==> config.mk <==
export PLATFORM = sky130hd
export DESIGN_NAME = prio_irq_ctrl
export DESIGN_NICKNAME = d
export VERILOG_FILES = /design/src/rtl/prio_irq_pkg.sv /design/src/rtl/prio_irq_pend.sv /design/src/rtl/prio_irq_arb.sv /design/src/rtl/prio_irq_stack.sv /design/src/rtl/prio_irq_ctrl.sv
export SDC_FILE = /design/constraint.sdc
export NUM_CORES = 1
export LEC_CHECK = 0
export BUFFER_PORTS_ARGS = -buffer_cell sky130_fd_sc_hd__buf_2
export CAP_MARGIN = 20
export CELL_PAD_IN_SITES_DETAIL_PLACEMENT = 0
export CELL_PAD_IN_SITES_GLOBAL_PLACEMENT = 2
export CORE_MARGIN = 2
export CORE_UTILIZATION = 37
export DETAILED_ROUTE_END_ITERATION = 7
export GPL_ROUTABILITY_DRIVEN = 0
export PLACE_DENSITY = 0.87
export SYNTH_ARGS = -nofsm -noshare
export SYNTH_HDL_FRONTEND = slang
export SYNTH_SLANG_ARGS = --single-unit
==> constraint.sdc <==
create_clock -name clk_i -period 55.6 [get_ports clk_i]
set_input_delay 5.56 -clock clk_i [delete_from_list [all_inputs] [get_ports clk_i]]
set_output_delay 5.56 -clock clk_i [all_outputs]
set_load 0.005 [all_outputs]
==> src/rtl/prio_irq_pkg.sv <==
package prio_irq_pkg;
    localparam int PRIO_W    = 8;
    localparam int MAX_LINES = 240;

    typedef logic [PRIO_W-1:0] prio_t;
    typedef logic [PRIO_W:0]   level_t;
    typedef logic [3:0]        split_t;

    localparam level_t LEVEL_IDLE = level_t'(1 << PRIO_W);

    // Group value: priority with the subpriority bits cleared.
    function automatic level_t group_of(input prio_t p, input split_t s);
        prio_t keep;
        if (int'(s) >= PRIO_W) keep = '0;
        else                   keep = prio_t'({PRIO_W{1'b1}} << s);
        return {1'b0, p & keep};
    endfunction
endpackage

==> src/rtl/prio_irq_pend.sv <==
module prio_irq_pend #(
    parameter int N_IRQ = 8
) (
    input  logic             clk_i,
    input  logic             rst_ni,
    input  logic [N_IRQ-1:0] irq_i,
    input  logic [N_IRQ-1:0] clr_i,
    output logic [N_IRQ-1:0] pend_o
);
    typedef struct packed {
        logic [N_IRQ-1:0] line;
        logic [N_IRQ-1:0] pend;
    } pend_state_t;

    pend_state_t      st_d, st_q;
    logic [N_IRQ-1:0] pend_nx;

    // A fresh edge sets pending even in the cycle the old request is taken.
    for (genvar g = 0; g < N_IRQ; g++) begin : g_line
        assign pend_nx[g] = (irq_i[g] & ~st_q.line[g]) | (st_q.pend[g] & ~clr_i[g]);
    end

    always_comb begin
        st_d.line = irq_i;
        st_d.pend = pend_nx;
    end

    always_ff @(posedge clk_i or negedge rst_ni) begin
        if (!rst_ni) st_q <= '0;
        else         st_q <= st_d;
    end

    assign pend_o = st_q.pend;
endmodule

==> src/rtl/prio_irq_arb.sv <==
module prio_irq_arb import prio_irq_pkg::*; #(
    parameter int N_IRQ = 8,
    parameter int ID_W  = 3
) (
    input  logic [N_IRQ-1:0]        elig_i,
    input  logic [N_IRQ*PRIO_W-1:0] prio_i,
    output logic                    valid_o,
    output logic [ID_W-1:0]         id_o,
    output prio_t                   prio_o
);
    logic            found;
    logic [ID_W-1:0] win_id;
    prio_t           win_prio;

    // Strict compare keeps the lower line number on equal priority.
    always_comb begin
        found    = 1'b0;
        win_id   = '0;
        win_prio = '1;
        for (int i = 0; i < N_IRQ; i++) begin
            if (elig_i[i] && (!found || prio_i[i*PRIO_W +: PRIO_W] < win_prio)) begin
                found    = 1'b1;
                win_id   = ID_W'(i);
                win_prio = prio_i[i*PRIO_W +: PRIO_W];
            end
        end
    end

    assign valid_o = found;
    assign id_o    = win_id;
    assign prio_o  = win_prio;
endmodule

==> src/rtl/prio_irq_stack.sv <==
module prio_irq_stack import prio_irq_pkg::*; #(
    parameter int N_IRQ = 8,
    parameter int DEPTH = 4,
    parameter int ID_W  = 3,
    parameter int SP_W  = 3
) (
    input  logic             clk_i,
    input  logic             rst_ni,
    input  logic             push_i,
    input  logic             pop_i,
    input  logic [ID_W-1:0]  id_i,
    input  level_t           lvl_i,
    output logic [SP_W-1:0]  sp_o,
    output level_t           top_lvl_o,
    output level_t           under_lvl_o,
    output logic [N_IRQ-1:0] act_o,
    output logic [N_IRQ-1:0] act_under_o
);
    typedef struct packed {
        logic [DEPTH-1:0][ID_W-1:0] ids;
        logic [DEPTH-1:0][PRIO_W:0] lvls;
        logic [SP_W-1:0]            sp;
    } stk_t;

    stk_t st_d, st_q;

    always_comb begin
        int sp_n;
        sp_n = int'(st_q.sp);
        st_d = st_q;
        if (push_i && pop_i) begin
            if (sp_n > 0) begin
                st_d.ids[sp_n-1]  = id_i;
                st_d.lvls[sp_n-1] = lvl_i;
            end
        end else if (push_i) begin
            if (sp_n < DEPTH) begin
                st_d.ids[sp_n]  = id_i;
                st_d.lvls[sp_n] = lvl_i;
                st_d.sp         = st_q.sp + 1'b1;
            end
        end else if (pop_i) begin
            if (sp_n > 0) st_d.sp = st_q.sp - 1'b1;
        end
    end

    always_ff @(posedge clk_i or negedge rst_ni) begin
        if (!rst_ni) st_q <= '0;
        else         st_q <= st_d;
    end

    always_comb begin
        int sp_n;
        sp_n        = int'(st_q.sp);
        top_lvl_o   = LEVEL_IDLE;
        under_lvl_o = LEVEL_IDLE;
        act_o       = '0;
        act_under_o = '0;
        for (int k = 0; k < DEPTH; k++) begin
            if (k < sp_n) begin
                if (k == sp_n - 1) top_lvl_o   = st_q.lvls[k];
                if (k == sp_n - 2) under_lvl_o = st_q.lvls[k];
                if (int'(st_q.ids[k]) < N_IRQ) begin
                    act_o[st_q.ids[k]] = 1'b1;
                    if (k < sp_n - 1) act_under_o[st_q.ids[k]] = 1'b1;
                end
            end
        end
    end

    assign sp_o = st_q.sp;
endmodule

==> src/rtl/prio_irq_ctrl.sv <==
module prio_irq_ctrl import prio_irq_pkg::*; #(
    parameter int              N_IRQ    = 8,
    parameter int              DEPTH    = 4,
    parameter int              ADDR_W   = 32,
    parameter logic [ADDR_W-1:0] VEC_BASE = 32'h0000_1000,
    localparam int             ID_W     = (N_IRQ > 1) ? $clog2(N_IRQ) : 1,
    localparam int             SP_W     = $clog2(DEPTH + 1)
) (
    input  logic                    clk_i,
    input  logic                    rst_ni,
    input  logic [N_IRQ-1:0]        irq_i,
    input  logic [N_IRQ-1:0]        irq_en_i,
    input  logic [N_IRQ*PRIO_W-1:0] irq_prio_i,
    input  logic [3:0]              sub_bits_i,
    input  logic                    exit_i,
    output logic                    enter_o,
    output logic [ID_W-1:0]         enter_id_o,
    output logic [ADDR_W-1:0]       enter_vec_o,
    output logic                    enter_chain_o,
    output logic [PRIO_W:0]         exec_prio_o,
    output logic [SP_W-1:0]         depth_o
);
    typedef struct packed {
        logic              enter;
        logic              chain;
        logic [ID_W-1:0]   id;
        logic [ADDR_W-1:0] vec;
    } out_t;

    out_t             st_d, st_q;
    logic [N_IRQ-1:0] pend, clr, elig, act, act_under;
    logic             best_v, do_exit, take, room;
    logic [ID_W-1:0]  best_id;
    prio_t            best_prio;
    level_t           top_lvl, under_lvl, ref_lvl, best_lvl;
    logic [SP_W-1:0]  sp;

    prio_irq_pend #(.N_IRQ(N_IRQ)) u_pend (
        .clk_i  (clk_i),
        .rst_ni (rst_ni),
        .irq_i  (irq_i),
        .clr_i  (clr),
        .pend_o (pend)
    );

    // Eligibility and reference level, as seen after any return this cycle.
    always_comb begin
        do_exit = exit_i && (sp != '0);
        ref_lvl = do_exit ? under_lvl : top_lvl;
        elig    = pend & irq_en_i & ~(do_exit ? act_under : act);
    end

    prio_irq_arb #(.N_IRQ(N_IRQ), .ID_W(ID_W)) u_arb (
        .elig_i  (elig),
        .prio_i  (irq_prio_i),
        .valid_o (best_v),
        .id_o    (best_id),
        .prio_o  (best_prio)
    );

    prio_irq_stack #(.N_IRQ(N_IRQ), .DEPTH(DEPTH), .ID_W(ID_W), .SP_W(SP_W)) u_stack (
        .clk_i       (clk_i),
        .rst_ni      (rst_ni),
        .push_i      (take),
        .pop_i       (do_exit),
        .id_i        (best_id),
        .lvl_i       (best_lvl),
        .sp_o        (sp),
        .top_lvl_o   (top_lvl),
        .under_lvl_o (under_lvl),
        .act_o       (act),
        .act_under_o (act_under)
    );

    always_comb begin
        best_lvl  = group_of(best_prio, sub_bits_i);
        room      = do_exit || (int'(sp) < DEPTH);
        take      = best_v && room && (best_lvl < ref_lvl);
        clr       = take ? (N_IRQ'(1) << best_id) : '0;
        st_d.enter = take;
        st_d.chain = take && do_exit;
        st_d.id    = take ? best_id : st_q.id;
        st_d.vec   = take ? VEC_BASE + (ADDR_W'(best_id) << 2) : st_q.vec;
    end

    always_ff @(posedge clk_i or negedge rst_ni) begin
        if (!rst_ni) st_q <= '0;
        else         st_q <= st_d;
    end

    assign enter_o       = st_q.enter;
    assign enter_chain_o = st_q.chain;
    assign enter_id_o    = st_q.id;
    assign enter_vec_o   = st_q.vec;
    assign exec_prio_o   = top_lvl;
    assign depth_o       = sp;
endmodule

-- Word-level counts from Yosys, hierarchy flattened
Index checks and enable logic that the tools add are counted.
W data, S select, Z words.
- input bits: 87
- output and inout bits: 49
- register bits after elaboration: 104
- logic and storage cells: 235
- shift operators: 2
- mux-type cells: 82
- reductions and logical operators: 41
- add/sub/neg operators: 5
- order comparisons: 31
- eq/ne operators: 8
- bitwise operators: 51
- operator list (cell ; count):
    $mux W8 ; 23
    $mux W9 ; 19
    $mux W48 ; 3
    $eq A3 B32 Y1 const A ; 4
    $bwmux W36 ; 2
    $eq A2 B32 Y1 const A ; 2
    $logic_not A32 Y1 ; 2
    $lt A3 B32 Y1 const A ; 2
    $lt A8 B8 Y1 ; 7
    $mux W51 ; 1
    $or A8 B8 Y8 ; 6
    $demux W9 S2 ; 2
    $ge A32 B1 Y1 const B ; 1
    $lt A1 B32 Y1 const A ; 1
    $lt A2 B32 Y1 const A ; 1
    $lt A32 B4 Y1 const B ; 1
    $mux W3 ; 9
    $and A8 B8 Y8 ; 3
    $bwmux W12 ; 2
    $logic_and A1 B1 Y1 ; 17
    $not A1 Y1 ; 17
    $and A1 B1 Y1 ; 16
    $lt A3 B4 Y1 const B ; 4
    $ge A3 B1 Y1 const B ; 5
    26 further kinds ; 70

-- Longest topological paths before layout
- depth after elaboration: 54
- mapped depth: 107
- mapped depth without buffers: 100

-- Modules after synthesis
Synthesis repeated with hierarchy kept, for this count alone.
- cells, all modules: 951
- area total of the unflattened synthesis: 8132.8 sq um
- modules (own cells, without submodules) (module ; cells an instance ; times used ; area each (sq um) ; sequential area each (sq um)):
    prio_irq_stack ; 363 ; 1 ; 3545.9 ; 1276.2
    prio_irq_arb ; 411 ; 1 ; 2885.3 ; 0.0
    prio_irq_ctrl ; 129 ; 1 ; 1081.0 ; 150.1
    prio_irq_pend ; 48 ; 1 ; 620.6 ; 400.4

-- Worst setup path before layout
Ideal clock, no wire load.
- path type: in2reg
- start: input exit_i
- end: register u_stack.st_q, in the netlist u_stack.sp_o[1]
- stages: 93
- slack: 33216 ps
- buffers on the path: 8
- required time: 55475 ps
- data arrival time: 22259 ps
- path through: nand2_1 a2111o_1 o2111ai_4 buf_2 nor2_1 ha_1 a21o_1 a21o_1 a211o_1 inv_1 o311ai_2 a31oi_1 nor2_1 clkbuf_1 a21oi_1 inv_1 ha_1 nand3_1 [... 57 more ...] o31a_1 buf_4 or2_1 buf_6 a211oi_4 ha_1 a21o_1 a21o_1 a21oi_1 o21ai_0 nand2_1 o221ai_1 nor2_1 o211a_1 nor2_1 clkbuf_1 fa_1 mux2_2
- cells in the longest elaborated chain, start to end: 39
- RTL lines (what ; line ; text):
    from (decl) ; prio_irq_ctrl.sv:15 ; input logic exit_i,
    $logic_and A1 B1 Y1 (*) ; prio_irq_ctrl.sv:48 ; do_exit = exit_i && (sp != '0);
    parallel branches: the longest is 38 deep, another holds $lt A8 B8 Y1 ; - ;
    to (signal assigned) ; prio_irq_stack.sv:49 ; else st_q <= st_d;
    to (decl) ; prio_irq_stack.sv:25 ; stk_t st_d, st_q;
Mark *: on every way between the ends.
A chain may end at the register's enable or synchronous reset.

-- Worst setup path after layout
- start: input exit_i
- end: register u_stack.st_q[23] (netlist name)
- cells in the longest elaborated chain, start to end: 39
- RTL lines (what ; line ; text):
    $logic_and A1 B1 Y1 (*) ; prio_irq_ctrl.sv:48 ;
    $mux W8 ; prio_irq_ctrl.sv:50 ; elig = pend & irq_en_i & ~(do_exit ? act_under : act);
    $not A8 Y8 ; prio_irq_ctrl.sv:50 ;
    $and A8 B8 Y8 ; prio_irq_ctrl.sv:50 ;
    $mux W8 or $mux W1 (tied branches) ; prio_irq_arb.sv:21 ; if (elig_i[i] && (!found || prio_i[i*PRIO_W +: PRIO_W] < win_prio)) begin
    $lt A8 B8 Y1 or $logic_not A1 Y1 (tied branches) ; prio_irq_arb.sv:21 ;
    $logic_or A1 B1 Y1 ; prio_irq_arb.sv:21 ;
    $logic_and A1 B1 Y1 ; prio_irq_arb.sv:21 ;
    [... 23 more ...] ; - ;
    $logic_and A1 B1 Y1 ; prio_irq_arb.sv:21 ;
    $mux W8 ; prio_irq_arb.sv:21 ;
    $and A8 B8 Y8 ; prio_irq_pkg.sv:16 ; return {1'b0, p & keep};
    $lt A8 B9 Y1 ; prio_irq_ctrl.sv:78 ; take = best_v && room && (best_lvl < ref_lvl);
    $logic_and A1 B1 Y1 ; prio_irq_ctrl.sv:78 ;
    $logic_and A1 B1 Y1 ; prio_irq_stack.sv:31 ; if (push_i && pop_i) begin
    $ne A2 B1 Y1 (no source line) or $reduce_bool A2 Y1 (tied branches) ; - ;
    $reduce_and A3 Y1 (no source line) ; - ;
Every way passes the cells marked *; elsewhere a longest branch is shown, timed or not. The select of a mux whose other input is x is not followed.

==> metrics.txt <==
status=complete, no violations; 1st-iter DRT viols=335; chip width=143.4 um; Max Slew Vio Count=0; post-route ant nets=0; crit-path max FO=18; pre-CTS WS=29.57 ns; IO buf count=107; antenna violations before repair=0; # DRC=0; Initial Util=38.07%; CP endpoint kind=register; Tmin final=25.63 ns; clk buf depth=2; CP required=55.81 ns; via count=6685; ANT cells=0; uppermost layer routed=met4; Avg WL per Cell=17.77 um; number of I/O pins=136; FMAX=39.01 MHz; register area share after synthesis=24.00%; Hold Path Class=register to register; Distinct cells, synth=92; routed wire length on met2=10.17 mm; setup violators final=0; first-pass GRT wire length=33.89 mm; critical path data arrival time=25.84 ns; Clock Pin Slew Worst Setup and Hold Paths=0.05 ns; CTS Root Cell=clkbuf_16; die height=143.4 um; clock sinks=69; row count=50; Core ar.=0.01889 mm^2; Worst-Margin Slew=0.9840 ns; Setup Skew=0.004716 ns; Setup Fix Bufs, Post-CTS=0; share of cells above drive strength 1=24.07%; Worst path slowest cell=a211oi_2; DP Wirelength=16.75 mm; Cells after Synth=852; kind of critical path=input port to register; period utilization=46.10%; vias in the first global route=6448; CP max stage delay=0.84 ns; flops & latches, synth=69; EDFF count, synth=0; Synthesis Warnings=0; WHS=0.4131 ns; Setup WS post-layout=29.97 ns; die area=0.02057 mm^2; most frequent CP cell=a21o_1; final net count=1083; Setup TNS Final=0 ns; leading register cell type out of synthesis=dfrtp_1; syn avg cell area=8.443 um^2; largest net degree at the start of global routing=70; Post-Syn Area=0.007193 mm^2; post_cts resized=0; WL met1=9.707 mm; Worst-Skew Late Latency=0.33 ns; Max Cap Viol=0; 1st-pass router iterations=5; CTS tree=done; drt via density=5.557; Worst setup SP type=input port; slew margin rel.=34.28%; Layout area overhead=12.80%; met3 wire length=1.081 mm; H-tree depth=3; grt total ovfl=0; RSZ-0062 raised after global routing=no; gr usage total=20.95%; hold buffer count at CTS=0; Final Hold Viols=0; CTS Buf Count=9; final wirelength=21.37 mm; Async SR Flop Fraction=100.0%
==> state kept, by name, indices dropped and copies added (netlist names) <==
name and cells:
enter_o 1, enter_id_o 2, u_stack.sp_o 3, enter_chain_o 1, u_pend.pend_o 8, enter_vec_o 2
u_pend.st_q 8, u_stack.st_q 44
==> worst paths after layout <==
path                                  from  cells past startpoint  slack (ns)          endpoint
min in group asynchronous           rst_ni                      2        5.42  u_stack.st_q[26]
min reg2reg                 u_pend.st_q[8]                      1        0.41  u_pend.pend_o[0]
min                         u_pend.st_q[8]                      1        0.41  u_pend.pend_o[0]
max                                 exit_i                     87       29.97  u_stack.st_q[23]
max in group asynchronous           rst_ni                      2       49.59  u_pend.pend_o[2]
max reg2reg                u_stack.sp_o[0]                     89       33.99  u_stack.st_q[23]
==> layout make-up <==
cell class              instances  area [um^2]
flip-flops and latches         69         1727
inverters                      56        210.2
fillers                      1994        10780
clock buffers                  11        252.7
repair buffers                114        591.8
multi-input cells             689         4960
clock inverters                 4        47.55
well taps                     260        325.3
==> per-stage QoR <==
step                      cell area [um^2]  instances  utilization [%]
final                                 8114       1203            42.95
after CTS                             8103       1202            42.89
after detailed placement              7802       1187            41.30
after global routing                  8114       1203            42.95
after global placement                7802       1187            41.30
after floorplan                       7295        879                -
==> cell usage after synthesis, types with 17 or more instances <==
library cell | n | area [um^2]
a21o_1 | 18 | 135.1
a21oi_1 | 49 | 245.2
a22oi_1 | 17 | 127.6
buf_4 | 37 | 277.8
clkbuf_1 | 17 | 63.81
dfrtp_1 | 69 | 1727
ha_1 | 56 | 700.7
inv_1 | 56 | 210.2
mux2_2 | 59 | 664.4
nand2_1 | 78 | 292.8
nand3_1 | 23 | 115.1
nor2_1 | 66 | 247.7
o21ai_0 | 61 | 305.3
==> cells by family after synthesis <==
| logic type | Yosys count | synth area share (%) |
|---|---|---|
| xor gates and xnor gates | 3 | 0.3653 |
| adders and majority gates | 58 | 10.16 |
| muxes | 72 | 11.20 |
| buffers and inverters | 121 | 8.506 |
| other | 1 | 0.05213 |
| DFF | 69 | 24.00 |
| AOI/OAI and AO/OA | 260 | 27.24 |
| and+or+nand+nor | 268 | 18.47 |
==> placed cells by master, fill, tap and decap left out, types with 10 or more instances in the layout <==
| cell type | instances |
|---|---|
| nand2b_1 | 11 |
| a21o_1 | 18 |
| mux2_2 | 59 |
| o21ai_0 | 61 |
| mux2i_1 | 10 |
| nor2_1 | 66 |
| nand3_1 | 23 |
| dfrtp_1 | 69 |
| a21oi_1 | 48 |
| buf_2 | 107 |
| nor3_1 | 16 |
| nor2b_1 | 11 |
| o211ai_1 | 12 |
| and3_1 | 12 |
| a22oi_1 | 17 |
| nand2_1 | 78 |
| nand4_1 | 12 |
| ha_1 | 56 |
| inv_1 | 56 |
| conb_1 | 28 |
==> critical path: cells and delay by family <==
| family | cells | cell delay (ns) |
|---|---|---|
| AND/OR/NAND/NOR | 20 | 4.37 |
| adder cells (fa/ha/maj) | 8 | 2.31 |
| multiplexers | 4 | 1.57 |
| AO/OA/AOI/OAI | 46 | 11.08 |
| buffers and inverters | 9 | 0.91 |
==> per-layer routing <==
metal,global-route usage [%],vias up
li1,-,3275
met1,27.70,3189
met2,36.02,190
met3,2.699,31
met4,5.676,0
met5,0,-
Power is left out: the tool's default activity adds up to more than one toggle a clock period on the data nets, which glitch-free logic cannot reach.
